### config.mk
export PLATFORM = sky130hd
export DESIGN_NAME = seek_sequencer
export DESIGN_NICKNAME = d
export VERILOG_FILES = /design/src/rtl/seek_pkg.sv /design/src/rtl/seek_edge_latch.sv /design/src/rtl/seek_countdown.sv /design/src/rtl/seek_sequencer.sv
export SDC_FILE = /design/constraint.sdc
export NUM_CORES = 1
export LEC_CHECK = 0
export BUFFER_PORTS_ARGS = -buffer_cell sky130_fd_sc_hd__buf_4
export CORE_AREA = 4 4 66 68
export DETAILED_ROUTE_END_ITERATION = 10
export DIE_AREA = 0 0 70 72
export PLACE_DENSITY = 0.82
export SETUP_SLACK_MARGIN = 0.02
export SYNTH_ARGS = -nofsm -noshare
export SYNTH_HDL_FRONTEND = slang
export SYNTH_SLANG_ARGS = --single-unit
### constraint.sdc
create_clock -name clk -period 1.6 [get_ports clk]
set_input_delay 0.32 -clock clk [delete_from_list [all_inputs] [get_ports clk]]
set_output_delay 0.32 -clock clk [all_outputs]
set_load 0.02 [all_outputs]
### src/rtl/seek_pkg.sv
package seek_pkg;

  typedef enum logic [2:0] {
    ST_IDLE   = 3'd0,
    ST_SETUP  = 3'd1,
    ST_STROBE = 3'd2,
    ST_HOLD   = 3'd3,
    ST_WAIT   = 3'd4
  } seek_state_e;

  typedef enum logic [1:0] {
    END_NONE      = 2'd0,
    END_DONE      = 2'd1,
    END_INTERLOCK = 2'd2,
    END_TIMEOUT   = 2'd3
  } seek_end_e;

endpackage

### src/rtl/seek_edge_latch.sv
// Synchronizes an asynchronous drive line and remembers that it rose,
// and that it later fell, until cleared.
module seek_edge_latch #(
  parameter int STAGES = 2
) (
  input  logic clk,
  input  logic rst_n,
  input  logic clr,
  input  logic din,
  output logic level,
  output logic rose_seen,
  output logic fell_seen
);

  logic [STAGES-1:0] sync_q;

  generate
    if (STAGES == 1) begin : g_one
      always_ff @(posedge clk) begin
        if (!rst_n) sync_q <= '0;
        else        sync_q <= din;
      end
    end else begin : g_chain
      always_ff @(posedge clk) begin
        if (!rst_n) sync_q <= '0;
        else        sync_q <= {sync_q[STAGES-2:0], din};
      end
    end
  endgenerate

  assign level = sync_q[STAGES-1];

  always_ff @(posedge clk) begin
    if (!rst_n || clr) begin
      rose_seen <= 1'b0;
      fell_seen <= 1'b0;
    end else begin
      if (level) rose_seen <= 1'b1;
      if (rose_seen && !level) fell_seen <= 1'b1;
    end
  end

endmodule

### src/rtl/seek_countdown.sv
// Loadable down counter; zero is high when the count has run out.
module seek_countdown #(
  parameter int W = 4
) (
  input  logic         clk,
  input  logic         rst_n,
  input  logic         load,
  input  logic [W-1:0] load_val,
  input  logic         en,
  output logic         zero
);

  logic [W-1:0] cnt_q;

  always_ff @(posedge clk) begin
    if (!rst_n)                   cnt_q <= '0;
    else if (load)                cnt_q <= load_val;
    else if (en && cnt_q != '0)   cnt_q <= cnt_q - 1'b1;
  end

  assign zero = (cnt_q == '0);

endmodule

### src/rtl/seek_sequencer.sv
module seek_sequencer #(
  parameter int CYL_W       = 9,
  parameter int SETUP_CLK   = 2,
  parameter int STROBE_CLK  = 4,
  parameter int HOLD_CLK    = 2,
  parameter int TIMEOUT_CLK = 4096,
  parameter int SYNC_STAGES = 2
) (
  input  logic             clk,
  input  logic             rst_n,
  input  logic             cmd_valid,
  output logic             cmd_ready,
  input  logic [CYL_W-1:0] cmd_cyl,
  output logic             done,
  output logic             err_interlock,
  output logic             err_timeout,
  output logic [CYL_W-1:0] drv_cyl,
  output logic             drv_strobe,
  input  logic             drv_busy,
  input  logic             drv_interlock
);
  import seek_pkg::*;

  localparam int PH_MAX = (SETUP_CLK > STROBE_CLK) ?
                          ((SETUP_CLK > HOLD_CLK) ? SETUP_CLK : HOLD_CLK) :
                          ((STROBE_CLK > HOLD_CLK) ? STROBE_CLK : HOLD_CLK);
  localparam int PH_W = $clog2(PH_MAX + 1);
  localparam int TO_W = $clog2(TIMEOUT_CLK + 1);
  localparam logic [PH_W-1:0] SETUP_LD  = PH_W'(SETUP_CLK - 1);
  localparam logic [PH_W-1:0] STROBE_LD = PH_W'(STROBE_CLK - 1);
  localparam logic [PH_W-1:0] HOLD_LD   = PH_W'(HOLD_CLK - 1);
  localparam logic [TO_W-1:0] TO_LD     = TO_W'(TIMEOUT_CLK - 1);

  seek_state_e      state_q, state_d;
  seek_end_e        end_d;
  logic [CYL_W-1:0] cyl_q;
  logic             accept;
  logic             ph_load, ph_zero, ph_en;
  logic [PH_W-1:0]  ph_val;
  logic             to_load, to_zero, to_en;
  logic             latch_clr;
  logic             busy_lvl, busy_rose, busy_fell;
  logic             il_lvl, il_rose, il_fell;
  logic             done_q, il_q, to_q;

  assign cmd_ready = (state_q == ST_IDLE);
  assign accept    = cmd_valid && cmd_ready;
  assign latch_clr = (state_q == ST_IDLE) || (state_q == ST_SETUP);

  seek_edge_latch #(.STAGES(SYNC_STAGES)) u_busy (
    .clk(clk), .rst_n(rst_n), .clr(latch_clr), .din(drv_busy),
    .level(busy_lvl), .rose_seen(busy_rose), .fell_seen(busy_fell)
  );

  seek_edge_latch #(.STAGES(SYNC_STAGES)) u_ilock (
    .clk(clk), .rst_n(rst_n), .clr(latch_clr), .din(drv_interlock),
    .level(il_lvl), .rose_seen(il_rose), .fell_seen(il_fell)
  );

  seek_countdown #(.W(PH_W)) u_phase (
    .clk(clk), .rst_n(rst_n), .load(ph_load), .load_val(ph_val),
    .en(ph_en), .zero(ph_zero)
  );

  seek_countdown #(.W(TO_W)) u_tmo (
    .clk(clk), .rst_n(rst_n), .load(to_load), .load_val(TO_LD),
    .en(to_en), .zero(to_zero)
  );

  always_comb begin
    state_d = state_q;
    end_d   = END_NONE;
    ph_load = 1'b0;
    ph_val  = SETUP_LD;
    to_load = 1'b0;
    unique case (state_q)
      ST_IDLE: begin
        if (accept) begin
          state_d = ST_SETUP;
          ph_load = 1'b1;
          ph_val  = SETUP_LD;
        end
      end
      ST_SETUP: begin
        if (ph_zero) begin
          state_d = ST_STROBE;
          ph_load = 1'b1;
          ph_val  = STROBE_LD;
        end
      end
      ST_STROBE: begin
        if (ph_zero) begin
          state_d = ST_HOLD;
          ph_load = 1'b1;
          ph_val  = HOLD_LD;
          to_load = 1'b1;
        end
      end
      ST_HOLD: begin
        if (il_rose) begin
          state_d = ST_IDLE;
          end_d   = END_INTERLOCK;
        end else if (ph_zero) begin
          state_d = ST_WAIT;
        end
      end
      ST_WAIT: begin
        if (il_rose) begin
          state_d = ST_IDLE;
          end_d   = END_INTERLOCK;
        end else if (busy_fell) begin
          state_d = ST_IDLE;
          end_d   = END_DONE;
        end else if (to_zero) begin
          state_d = ST_IDLE;
          end_d   = END_TIMEOUT;
        end
      end
      default: state_d = ST_IDLE;
    endcase
  end

  assign ph_en = (state_q == ST_SETUP) || (state_q == ST_STROBE) ||
                 (state_q == ST_HOLD);
  assign to_en = (state_q == ST_HOLD) || (state_q == ST_WAIT);

  always_ff @(posedge clk) begin
    if (!rst_n) begin
      state_q <= ST_IDLE;
      cyl_q   <= '0;
      done_q  <= 1'b0;
      il_q    <= 1'b0;
      to_q    <= 1'b0;
    end else begin
      state_q <= state_d;
      if (accept) cyl_q <= cmd_cyl;
      done_q  <= (end_d == END_DONE);
      il_q    <= (end_d == END_INTERLOCK);
      to_q    <= (end_d == END_TIMEOUT);
    end
  end

  assign drv_cyl       = cyl_q;
  assign drv_strobe    = (state_q == ST_STROBE);
  assign done          = done_q;
  assign err_interlock = il_q;
  assign err_timeout   = to_q;

endmodule

# == Word level (Yosys, flattened, before mapping) ==
# Cells that the tools add are included.
# classes
mux,24
addsub,2
reduce_logical,21
bitwise,1
eq_ne,12
# op_table
operator,count
two-way mux 3 bit,10
two-way mux 12 bit,2
one-hot mux 3 bit (5 select lines),1
logical NOT 13 bit,1
nonzero test 13 bit,1
subtractor 13 x 1 -> 13 bit (second input constant),1
two-way mux 2 bit,6
equality test 3 x 2 -> 1 bit (second input constant),2
logical NOT 3 bit,2
logical OR 1 bit,5
AND reduction 5 bit,1
equality test 2 bit (second input constant),2
logical AND 1 bit,4
!= test 2 x 1 -> 1 bit (second input constant),2
!= test 4 x 2 -> 1 bit (second input constant),1
one-hot mux 2 bit (2 select lines),1
nonzero test 2 bit,2
OR reduction 2 bit,2
equality test 3 x 1 -> 1 bit (second input constant),1
equality test 3 bit (second input constant),1
two-way mux 1 bit,3
!= test 3 x 2 -> 1 bit (second input constant),1
nonzero test 3 bit,1
subtractor 3 x 1 -> 3 bit (second input constant),1
5 further kinds,6
# word_totals
out_inout_bits,14
word_cells,73
register_bits,38

# == Longest topological paths before layout ==
# Gate-level depths: netlist of run 1.
# depth
ltp_word,6
ltp_mapped,7
ltp_nobuf,6

# == Modules after synthesis ==
# A second synthesis of run 1 with hierarchy kept.
# hier_totals
cells_unflattened,227
hier_area_um2,1983.2
# modules_own_cells
mod,n_inst,area_per_inst_um2,cells_per_inst
seek_countdown at u_tmo,1,857.1,102
seek_sequencer,1,675.6,80
seek_edge_latch,2,132.6,12
seek_countdown at u_phase,1,185.2,21

# == Least setup slack after synthesis of run 1 ==
# No wires, ideal clock.
# synth_timing
path_type,reg2reg
from,register state_q[1]
to,register u_tmo.cnt_q[7]
slack_ns,-0.312
required_time_ns,1.521
path_stages_with_launch,7
period_less_slack_ns,1.912
path_buffers,2
arrival_time_ns,1.834
cell_sequence,dfxtp_1 > buf_2 > buf_2 > nor3b_1 > nand2_1 > and4_1 > nor3_1
# synth_lines
item,line_no,source
"start, declared",seek_sequencer.sv:34,"seek_state_e state_q, state_d;"
"start signal, assigned",seek_sequencer.sv:135,state_q <= state_d;
equality test 3 x 2 -> 1 bit *,n/a,
named net drv_strobe,seek_sequencer.sv:18,"output logic drv_strobe,"
two-way mux 1 bit *,seek_sequencer.sv:76,unique case (state_q)
two-way mux 12 bit or nonzero test 2 bit (tied branches),n/a,
"end signal, assigned",seek_countdown.sv:17,else if (load) cnt_q <= load_val;
"end signal, assigned",seek_countdown.sv:18,else if (en && cnt_q != '0) cnt_q <= cnt_q - 1'b1;
"end, declared",seek_countdown.sv:13,logic [W-1:0] cnt_q;
# The timed path passes the listed nets; every way through them passes the cells marked *.
# A chain may end at the register's enable or synchronous reset.

# == Worst setup path in the final report of run 1 ==
# layout_timing
from,register u_tmo.cnt_q[0]
to,register u_tmo.cnt_q[1]
# layout_via
elab_chain_cells,3
# layout_lines
item,line_no
subtractor 13 x 1 -> 13 bit or nonzero test 13 bit (tied branches),seek_countdown.sv:18
two-way mux 12 bit or logical AND 1 bit (tied branches),seek_countdown.sv:18
two-way mux 12 bit or nonzero test 2 bit (tied branches),n/a
# Several ways; a longest one is shown, not always the timed one. The select of a mux whose other input is x is not followed.

==> run_results.csv, run 1 <==
group,metric,value,unit
synthesis,synthCells,206,
die,die_h,72,um
worst_setup_path,r2r_slack,-0.11,ns
detailed_routing,drtAntennaViolNets,0,
sta,min_period_over_period,107,%
worst_setup_path,timing.rr.start,"u_tmo.cnt_q[0]",
detailed_routing,drt_iter0_drc,102,
sta,fin_skew,0.00881,ns
sta,worstMarginPinSlew,0.620,ns
synthesis,synthFlopType,"dfxtp_1",
detailed_routing,wl_per_cell,16.0,um
worst_setup_path,crit_path_end_kind,"flop",
detailed_routing,first_pass_iters,4,
cells_and_area,fill_cells,274,
die,io_pins,28,
worst_setup_path,ff2ff_path_depth,6,
placement,dp_hpwl,3230,um
sta,finalHoldViolCount,0,
outcome,status,"complete, but fails checks",
die,die_area,5040,sq um
pwr,leakage,1.13,nW
sta,rsz0062_at_grt,"true",
detailed_routing,vias_per_cell,5.80,
detailed_routing,wirelength_met1,2010,um
detailed_routing,route.met3.wl,191,um
sta,setup_viol,9,
synthesis,syn-cell-area,1830,sq um
synthesis,async_flop_share,0,%
cells_and_area,seqCellArea,781,sq um
worst_setup_path,critPathLaunchType,"flop",
die,coreArea,3860,sq um
clocking,clock-sinks,38,
worst_setup_path,critical_path_arrival,1.90,ns
global_route,grt_max_degree,16,
sta,final_max_slew_viol_count,0,
worst_setup_path,r2r_end,"u_tmo.cnt_q[1]",
sta,slew_headroom,58.1,%
sta,worst_slack,-0.112,ns
detailed_routing,wl_met2,2790,um
min_path,holdPathStages,2,
cells_and_area,nets,287,
synthesis,ys_seq_elements,38,
cells_and_area,fin_util,71.9,%
global_route,grt_pass1_wl,8220,um
worst_setup_path,critPathMaxFanout,3,
global_route,grt_pass1_vias,1787,
min_path,whs_endpoint,"u_busy.sync_q[0]",
detailed_routing,maxUsedRoutingLayer,"met4",
cells_and_area,multi_input_area,1240,sq um
pwr,power.total,6.26,mW
worst_setup_path,crit_required,1.79,ns
placement,io_buffers,27,
outcome,violations,"setup timing",
min_path,min-delay-start,"drv_busy",
sta,fmax,0.584,GHz
global_route,grt_usage,20.2,%
worst_setup_path,path_class,"reg -> reg",
pwr,cellPowerDensity,2260,nW/um^2
clocking,clk_latency,0.30,ns
cells_and_area,drive_gt1_share,48.1,%
die,num_rows,23,
clocking,cts_hold_buffers,0,
synthesis,synth_edf_count,0,
die,die_w,70,um
run,drv_cap,0,
placement,globalplace.congestion,0.831,
synthesis,yosys_warnings,0,
clocking,clock_path_buffers,2,
cells_and_area,syn_to_final_growth,51.2,%
die,initial_utilization,47.5,%
sta,min_period,1.71,ns
synthesis,synthDistinctLibCells,52,
global_route,overflow,0,
detailed_routing,drc_errors,0,
clocking,clkTransAtPathRegs,0.08,ns
sta,fin_tns_setup,-0.572,ns
synthesis,yosysSeqAreaShare,41.5,%
clocking,tritoncts,"built",
synthesis,synth_fp_nets,224,
global_route,antenna_found_initial,0,
pwr,worst_ir_drop_vdd,0.00107,V
sta,hold_ws,0.230,ns
clocking,root_buffer,"clkbuf_8",
cells_and_area,antenna_cells,0,
min_path,hold_class,"in -> reg",
clocking,h-tree-depth,2,
synthesis,postSynthAreaPerCell,8.90,sq um
detailed_routing,routed_wl,5120,um
clocking,cts_made_buffers,5,
detailed_routing,route.vias.total,1856,
routing by layer:
| layer | global-route usage (%) | vias to the layer above |
|---|---|---|
| met4 | 8.94 | 0 |
| met5 | 0 | - |
| met2 | 36.9 | 50 |
| li1 | - | 888 |
| met3 | 4.43 | 12 |
| met1 | 22.6 | 906 |
worst max-delay path by stage:
stage	to	cells past startpoint	startpoint	slack, ns
finish	u_tmo.cnt_q[1]	6	u_tmo.cnt_q[0]	-0.11
CTS	u_tmo.cnt_q[1]	6	u_tmo.cnt_q[1]	-0.1
global placement	u_tmo.cnt_q[1]	6	u_tmo.cnt_q[1]	-0.06
global route	u_tmo.cnt_q[1]	6	u_tmo.cnt_q[0]	-0.19
detailed placement	u_tmo.cnt_q[0]	7	u_tmo.cnt_q[1]	-0.14
floorplan	u_tmo.cnt_q[7]	6	state_q[1]	-0.02
per-stage QoR:
stage	cells	area, sq um	setup slack [ns]
after floorplan	206	1870	-0.0206
after global placement	303	2320	-0.0634
after detailed placement	303	2320	-0.138
after CTS	315	2570	-0.0964
after global routing	320	2770	-0.186
final	320	2770	-0.112
layout make-up:
cell class | count | area share (%)
repair buffers | 64 | 18.6
inverters | 8 | 1.17
clock inverters | 2 | 2.17
well taps | 50 | 2.26
multi-input cells | 152 | 44.6
flip-flops and latches | 38 | 28.2
clock buffers | 6 | 2.98
cell usage after synthesis, types with 4 or more instances:
| cell type | n | area share [%] |
|---|---|---|
| ha_1 | 4 | 2.7 |
| a211oi_1 | 6 | 2.5 |
| and2_1 | 6 | 2.0 |
| a31oi_1 | 4 | 1.4 |
| nor2_1 | 10 | 2.0 |
| and3_1 | 4 | 1.4 |
| o21ai_0 | 4 | 1.1 |
| nand2b_1 | 4 | 1.4 |
| nor3_1 | 8 | 2.2 |
| dfxtp_1 | 38 | 42 |
| inv_1 | 7 | 1.4 |
| buf_2 | 4 | 1.1 |
| a21oi_1 | 16 | 4.4 |
| o31ai_1 | 4 | 1.6 |
| nand2_1 | 27 | 5.5 |
sequential cells by signal (all words and copies together), names as in the netlist:
register / flops
done: 1
drv_cyl: 9
err_interlock: 1
err_timeout: 1
state_q: 3
u_busy.fell_seen: 1
u_busy.rose_seen: 1
u_busy.sync_q: 2
u_ilock.rose_seen: 1
u_ilock.sync_q: 2
u_phase.cnt_q: 3
u_tmo.cnt_q: 13
power by group:
part | internal (mW) | switching (mW)
registers | 1.16 | 0.230
clock network | 0.665 | 0.361
logic | 1.93 | 1.91
cell usage in the layout, fill, tap and decap left out, drive strengths merged, types with 7 or more instances in the layout:
master / instances
dfxtp: 38
a211oi: 7
nor2: 10
buf: 64
a21oi: 17
nor3: 9
inv: 7
nand2: 27
kinds of logic (layout without fill, tap and decap cells):
logic type               count (synthesis)  count (layout)  share of synthesized area (%)
AND/OR/NAND/NOR                         94              94                           31.2
AO/OA/AOI/OAI                           53              53                           20.5
multiplexers                             1               1                          0.546
adder cells (fa/ha/maj)                  4               4                           2.73
flip-flops                              38              38                           41.5
buffers and inverters                   16              80                           3.55
worst max-delay path: stages, from the launching register on:
cell     delay (ns)
dfxtp_2        0.34
inv_4          0.07
ha_4           0.13
or4b_4         0.50
nor3_4         0.19
a21oi_2        0.08
o311a_1        0.29
timing repair:
action                     4_1_cts  5_1_grt
resized for setup               21       38
pin swaps                        7       17
setup endpoints to repair       14       21
setup buffers                    4        5
No activity file was read; power rests on OpenSTA's default activity.
==> run 2, diff against run 1 <==
Settings changed: REMOVE_ABC_BUFFERS from default to 1.
==> run 2 against run 1 <==
  * The flow still finishes with violations (setup timing)
  * Via count rose by 0.27%
  * First-iteration DRC count rose by 11%
  * Hold slack barely moved
  * Sequential cell count did not move
  * Setup slack improved by 0.041 ns
  * Clock power fell by 40%
  * Non-clock buffer count rose by 3
  * Sequential share of layout area rose by 1.4 points
  * Wire length fell by 2.5%
  * Global-route usage rose by 0.82 points
  * Core utilization fell by 3.6 points
  * Critical path type unchanged
==> run_results.csv, run 2 (synthesis results as in run 1) <==
group,metric,value,unit
cells_and_area,nets,291,
sta,final_max_slew_viol_count,0,
worst_setup_path,crit_buf_inv,1,
global_route,grt_pass1_vias,1852,
detailed_routing,drt_iter0_drc,113,
sta,rsz0062_at_grt,"true",
worst_setup_path,path_delay_family,"simple AND/OR/NAND/NOR gates",
die,coreArea,3860,sq um
die,initial_utilization,47.5,%
min_path,min-delay-start,"drv_busy",
worst_setup_path,critical_path_arrival,1.86,ns
worst_setup_path,critPathLaunchType,"flop",
cells_and_area,fin_util,68.3,%
cells_and_area,fin_cells,323,
worst_setup_path,crit_required,1.78,ns
worst_setup_path,crit_path_end_kind,"flop",
detailed_routing,vias_per_cell,5.76,
die,num_rows,23,
run,drv_cap,0,
worst_setup_path,r2r_end,"u_tmo.cnt_q[10]",
clocking,cts_hold_buffers,0,
cells_and_area,largest-register,"u_tmo.cnt_q",
clocking,clock_path_buffers,2,
worst_setup_path,crit_path_top_delay_cell,"or4b_4",
sta,finalHoldViolCount,0,
cells_and_area,fill_cells,311,
clocking,cts_made_buffers,5,
sta,worst_slack,-0.0715,ns
outcome,violations,"setup timing",
pwr,cellPowerDensity,2110,nW/um^2
detailed_routing,route.vias.total,1861,
global_route,grt_pass1_wl,8500,um
worst_setup_path,ff2ff_path_depth,6,
worst_setup_path,timing.rr.start,"u_tmo.cnt_q[0]",
clocking,tritoncts,"built",
global_route,grt_max_degree,16,
min_path,whs_endpoint,"u_busy.sync_q[0]",
cells_and_area,seqCellArea,779,sq um
placement,io_buffers,27,
die,die_area,5040,sq um
sta,min_period_over_period,104,%
cells_and_area,drive_gt1_share,45.4,%
global_route,antenna_found_initial,0,
worst_setup_path,crit_chain,"inv_2, ha_4, or4b_4, o21ai_2, nor4_1, o31a_1",
worst_setup_path,critPathMaxFanout,3,
placement,globalplace.congestion,0.944,
sta,fin_tns_setup,-0.246,ns
clocking,clkTransAtPathRegs,0.07,ns
cells_and_area,layout_commonest_cell,"buf_4",
pwr,leakage,1.09,nW
placement,dp.cells,308,
sta,fin_skew,0.00670,ns
cells_and_area,multi_input_area,1170,sq um
min_path,holdPathStages,2,
die,io_pins,28,
global_route,overflow,0,
worst_setup_path,path_class,"reg -> reg",
sta,setup_viol,7,
clocking,clk_latency,0.29,ns
clocking,h-tree-depth,2,
detailed_routing,first_pass_iters,4,
die,die_w,70,um
detailed_routing,drtAntennaViolNets,0,
sta,worstMarginPinSlew,0.369,ns
cells_and_area,largest_reg_flops,13,
detailed_routing,routed_wl,5000,um
cells_and_area,layout_common_cells,"64 x buf_4, 29 x dfxtp_1, 27 x nand2_1",
min_path,hold_class,"in -> reg",
clocking,clock-sinks,38,
clocking,root_buffer,"clkbuf_8",
placement,dp_hpwl,3280,um
sta,min_period,1.67,ns
pwr,worst_ir_drop_vdd,0.00117,V
sta,slew_headroom,75.0,%
outcome,status,"complete, but fails checks",
worst_setup_path,r2r_slack,-0.07,ns
detailed_routing,wl_per_cell,15.5,um
worst_setup_path,max_stage_delay,0.49,ns
sta,fmax,0.598,GHz
die,die_h,72,um
cells_and_area,antenna_cells,0,
detailed_routing,drc_errors,0,
cells_and_area,syn_to_final_growth,43.7,%
global_route,grt_usage,21.1,%
run 2: cell count changes in the layout (fill, tap and decap cells not counted), moves of 4 or more:
cell and delta:
buf_6 -4, a211oi_1 +4, a211oi_2 -4, buf_4 +9
run 2: metrics by stage:
step                      power (mW)  setup WS (ns)  cell area (sq um)  hold WS, ns
after floorplan                 2.89         -0.270               1800        0.398
after global placement          3.97        -0.0961               2310        0.406
after detailed placement        4.05         -0.116               2310        0.420
after CTS                       5.14        -0.0372               2540        0.230
after global routing            5.90         -0.108               2630        0.237
final                           5.55        -0.0715               2630        0.231
run 2: how the worst max path moves through the flow:
stage,startpoint,end,cells after the start
final,u_tmo.cnt_q[0],u_tmo.cnt_q[10],6
after global routing,u_tmo.cnt_q[0],u_tmo.cnt_q[6],7
after CTS,u_tmo.cnt_q[3],u_tmo.cnt_q[1],4
after detailed placement,u_tmo.cnt_q[0],u_tmo.cnt_q[1],6
after global placement,u_tmo.cnt_q[0],u_tmo.cnt_q[1],6
after floorplan,state_q[1],u_tmo.cnt_q[7],4
run 2: repair_timing:
item,in CTS,in global routing
endpoints found under the setup margin,19,21
setup buffers,5,2
gates cloned,1,0
pin swaps,6,5
resized for setup,30,18
hold endpoints to repair,0,0
run 2: per-layer routing:
metal	global-route usage, %	routed length (um)
met1	23.4	2020
met4	11.9	146
met3	5.82	221
met5	0	0
met2	36.4	2600
run 2: worst register-to-register path: cells and delay by family (launching register included):
family,cells,cell delay [ns]
buffers and inverters,1,0.08
AO/OA/AOI/OAI,2,0.45
adder cells (fa/ha/maj),1,0.14
flip-flops,1,0.33
AND/OR/NAND/NOR,2,0.57
run 2: layout make-up:
cell class | instances | area share (%)
Clock inverter | 2 | 0.380
Tap cell | 50 | 2.38
Inverter | 8 | 1.14
Sequential cell | 38 | 29.6
Clock buffer | 5 | 2.61
Multi-Input combinational cell | 153 | 44.4
Timing Repair Buffer | 67 | 19.5
run 2: where the power goes:
part           internal (mW)  switching, mW
sequential              1.16          0.211
clock                  0.292          0.327
combinational           1.80           1.76
==> run 3, diff against run 2 <==
Settings changed: PLACE_DENSITY 0.82 to 0.8.
Clock period 1.6 ns to 1.9 ns, I/O delays scaled along.
==> run 3 against run 2 <==
  * Clock-buffer cell count grew 1
  * Via count shrank 12%
  * Non-clock buffer count shrank 33
  * The flow now finishes without violations
  * Critical path depth is the same
  * Die area is the same
  * Combinational power shrank 50%
  * Sequential cell count is the same
  * Global-route usage shrank 3.6 points
==> run_results.csv, run 3 (synthesis results as in run 1) <==
group,metric,value,unit
clocking,cts_made_buffers,5,
clocking,clock-sinks,38,
worst_setup_path,crit_path_top_delay_cell,"or4b_1",
sta,rsz0062_at_grt,"true",
clocking,root_buffer,"clkbuf_8",
worst_setup_path,critPathLaunchType,"flop",
placement,dp_hpwl,2970,um
clocking,h-tree-depth,2,
worst_setup_path,crit_required,2.07,ns
worst_setup_path,critical_path_arrival,2.00,ns
min_path,hold_class,"in -> reg",
detailed_routing,route.vias.total,1646,
placement,dpl_cell_area,2120,sq um
die,initial_utilization,47.5,%
pwr,p_int,2.00,mW
worst_setup_path,path_class,"reg -> reg",
clocking,clock_path_buffers,2,
sta,finalHoldViolCount,0,
run,drv_cap,0,
cells_and_area,antenna_cells,0,
global_route,grt_usage,17.5,%
pwr,p_switching,1.52,mW
sta,slew_headroom,65.9,%
sta,final_max_slew_viol_count,0,
worst_setup_path,max_stage_delay,0.50,ns
cells_and_area,fill_cells,365,
global_route,antenna_found_initial,0,
pwr,pwr-share-clk,15.9,%
clocking,cts_hold_buffers,0,
global_route,grt_pass1_vias,1602,
global_route,overflow,0,
detailed_routing,first_pass_iters,4,
detailed_routing,routed_wl,4050,um
cells_and_area,syn_to_final_growth,21.3,%
pwr,pwr-share-seq,33.4,%
pwr,p_sw_share,43.1,%
pwr,leakage,0.885,nW
clocking,tritoncts,"built",
sta,min_period,1.83,ns
placement,dp.cells,282,
worst_setup_path,critPathMaxFanout,6,
cells_and_area,largest_reg_flops,13,
cells_and_area,layout_common_cells,"38 x dfxtp_1, 34 x buf_4, 27 x nand2_1",
detailed_routing,drc_errors,0,
sta,fin_skew,0.00281,ns
sta,fmax,0.546,GHz
die,coreArea,3860,sq um
detailed_routing,wl_per_cell,14.0,um
global_route,grt_max_degree,20,
die,die_h,72,um
pwr,comb_power_share,50.8,%
clocking,clk_latency,0.28,ns
global_route,grt_pass1_wl,7220,um
placement,place_ws,0.0872,ns
cells_and_area,drive_gt1_share,26.7,%
sta,setup_viol,0,
cells_and_area,layout_commonest_cell,"dfxtp_1",
sta,min_period_over_period,96.3,%
pwr,cellPowerDensity,1580,nW/um^2
clocking,clkTransAtPathRegs,0.07,ns
die,die_w,70,um
die,io_pins,28,
placement,globalplace.congestion,0.811,
worst_setup_path,crit_buf_inv,1,
pwr,worst_ir_drop_vdd,0.000759,V
cells_and_area,largest-register,"u_tmo.cnt_q",
worst_setup_path,crit_path_end_kind,"flop",
cells_and_area,stdcell_area,2220,sq um
die,die_area,5040,sq um
cells_and_area,fin_cells,290,
sta,worst_slack,0.0701,ns
detailed_routing,vias_per_cell,5.68,
placement,io_buffers,27,
outcome,status,"complete, no violations",
worst_setup_path,path_delay_family,"simple AND/OR/NAND/NOR gates",
worst_setup_path,crit_chain,"inv_1, ha_1, or4b_1, o21ai_2, nor4_1, o31a_1",
cells_and_area,nets,257,
sta,worstMarginPinSlew,0.504,ns
detailed_routing,drtAntennaViolNets,0,
die,num_rows,23,
detailed_routing,drt_iter0_drc,75,
## run 3: cell count changes in the layout (fill, tap and decap cells not counted), sizes merged
cell      before  now
o21ai          7    6
clkbuf         5    6
buf           67   34
clkinvlp       0    1
clkinv         3    2
## run 3: repair_timing
action | 4_1_cts | 5_1_grt
setup buffers | 0 | 0
hold endpoints to repair | 0 | 0
gates resized for setup | 0 | 3
setup endpoints to repair | 0 | 11
## run 3: layer usage
| metal | global-route usage [%] | vias to the layer above | routed length (um) |
|---|---|---|---|
| li1 | - | 837 | - |
| met1 | 20.7 | 758 | 1860 |
| met2 | 29.7 | 45 | 1910 |
| met3 | 4.57 | 6 | 224 |
| met4 | 8.30 | 0 | 58 |
| met5 | 0 | - | 0 |
## run 3: area by class of cell
type                    count  area [sq um]  share of cell area, %
repair buffers             34           255                   11.5
clock buffers               6          82.6                   3.71
inverters                   8          30.0                   1.35
multi-input cells         152          1020                   45.9
flip-flops and latches     38           761                   34.2
well taps                  50          62.6                   2.81
clock inverters             2          12.5                  0.563
## run 3: power by group through the flow
stage | sequential, mW | combinational (mW) | clock [mW]
4_1_cts | 1.16 | 1.75 | 0.576
5_1_grt | 1.20 | 2.00 | 0.617
2_1_floorplan | 1.20 | 1.23 | 0
6_report | 1.17 | 1.79 | 0.559
3_3_place_gp | 1.17 | 1.72 | 0
3_5_place_dp | 1.18 | 1.74 | 0
## run 3: path summary, 6_finish.rpt
check	start	endpoint	slack, ns	depth (start not counted)
setup / recovery	u_tmo.cnt_q[0]	u_tmo.cnt_q[10]	0.07	6
hold / removal	drv_interlock	u_ilock.sync_q[0]	0.30	2
hold reg to reg	u_busy.sync_q[0]	u_busy.sync_q[1]	0.44	1
setup reg to reg	u_tmo.cnt_q[0]	u_tmo.cnt_q[10]	0.07	6
## run 3: per-stage QoR
step	hold WS, ns	power, mW	util [%]	setup TNS [ns]
global placement	0.414	2.89	54.9	0
detailed placement	0.419	2.93	54.9	0
finish	0.298	3.52	57.7	0
global route	0.292	3.81	57.7	-0.118
CTS	0.291	3.49	57.3	0
floorplan	0.398	2.43	-	0
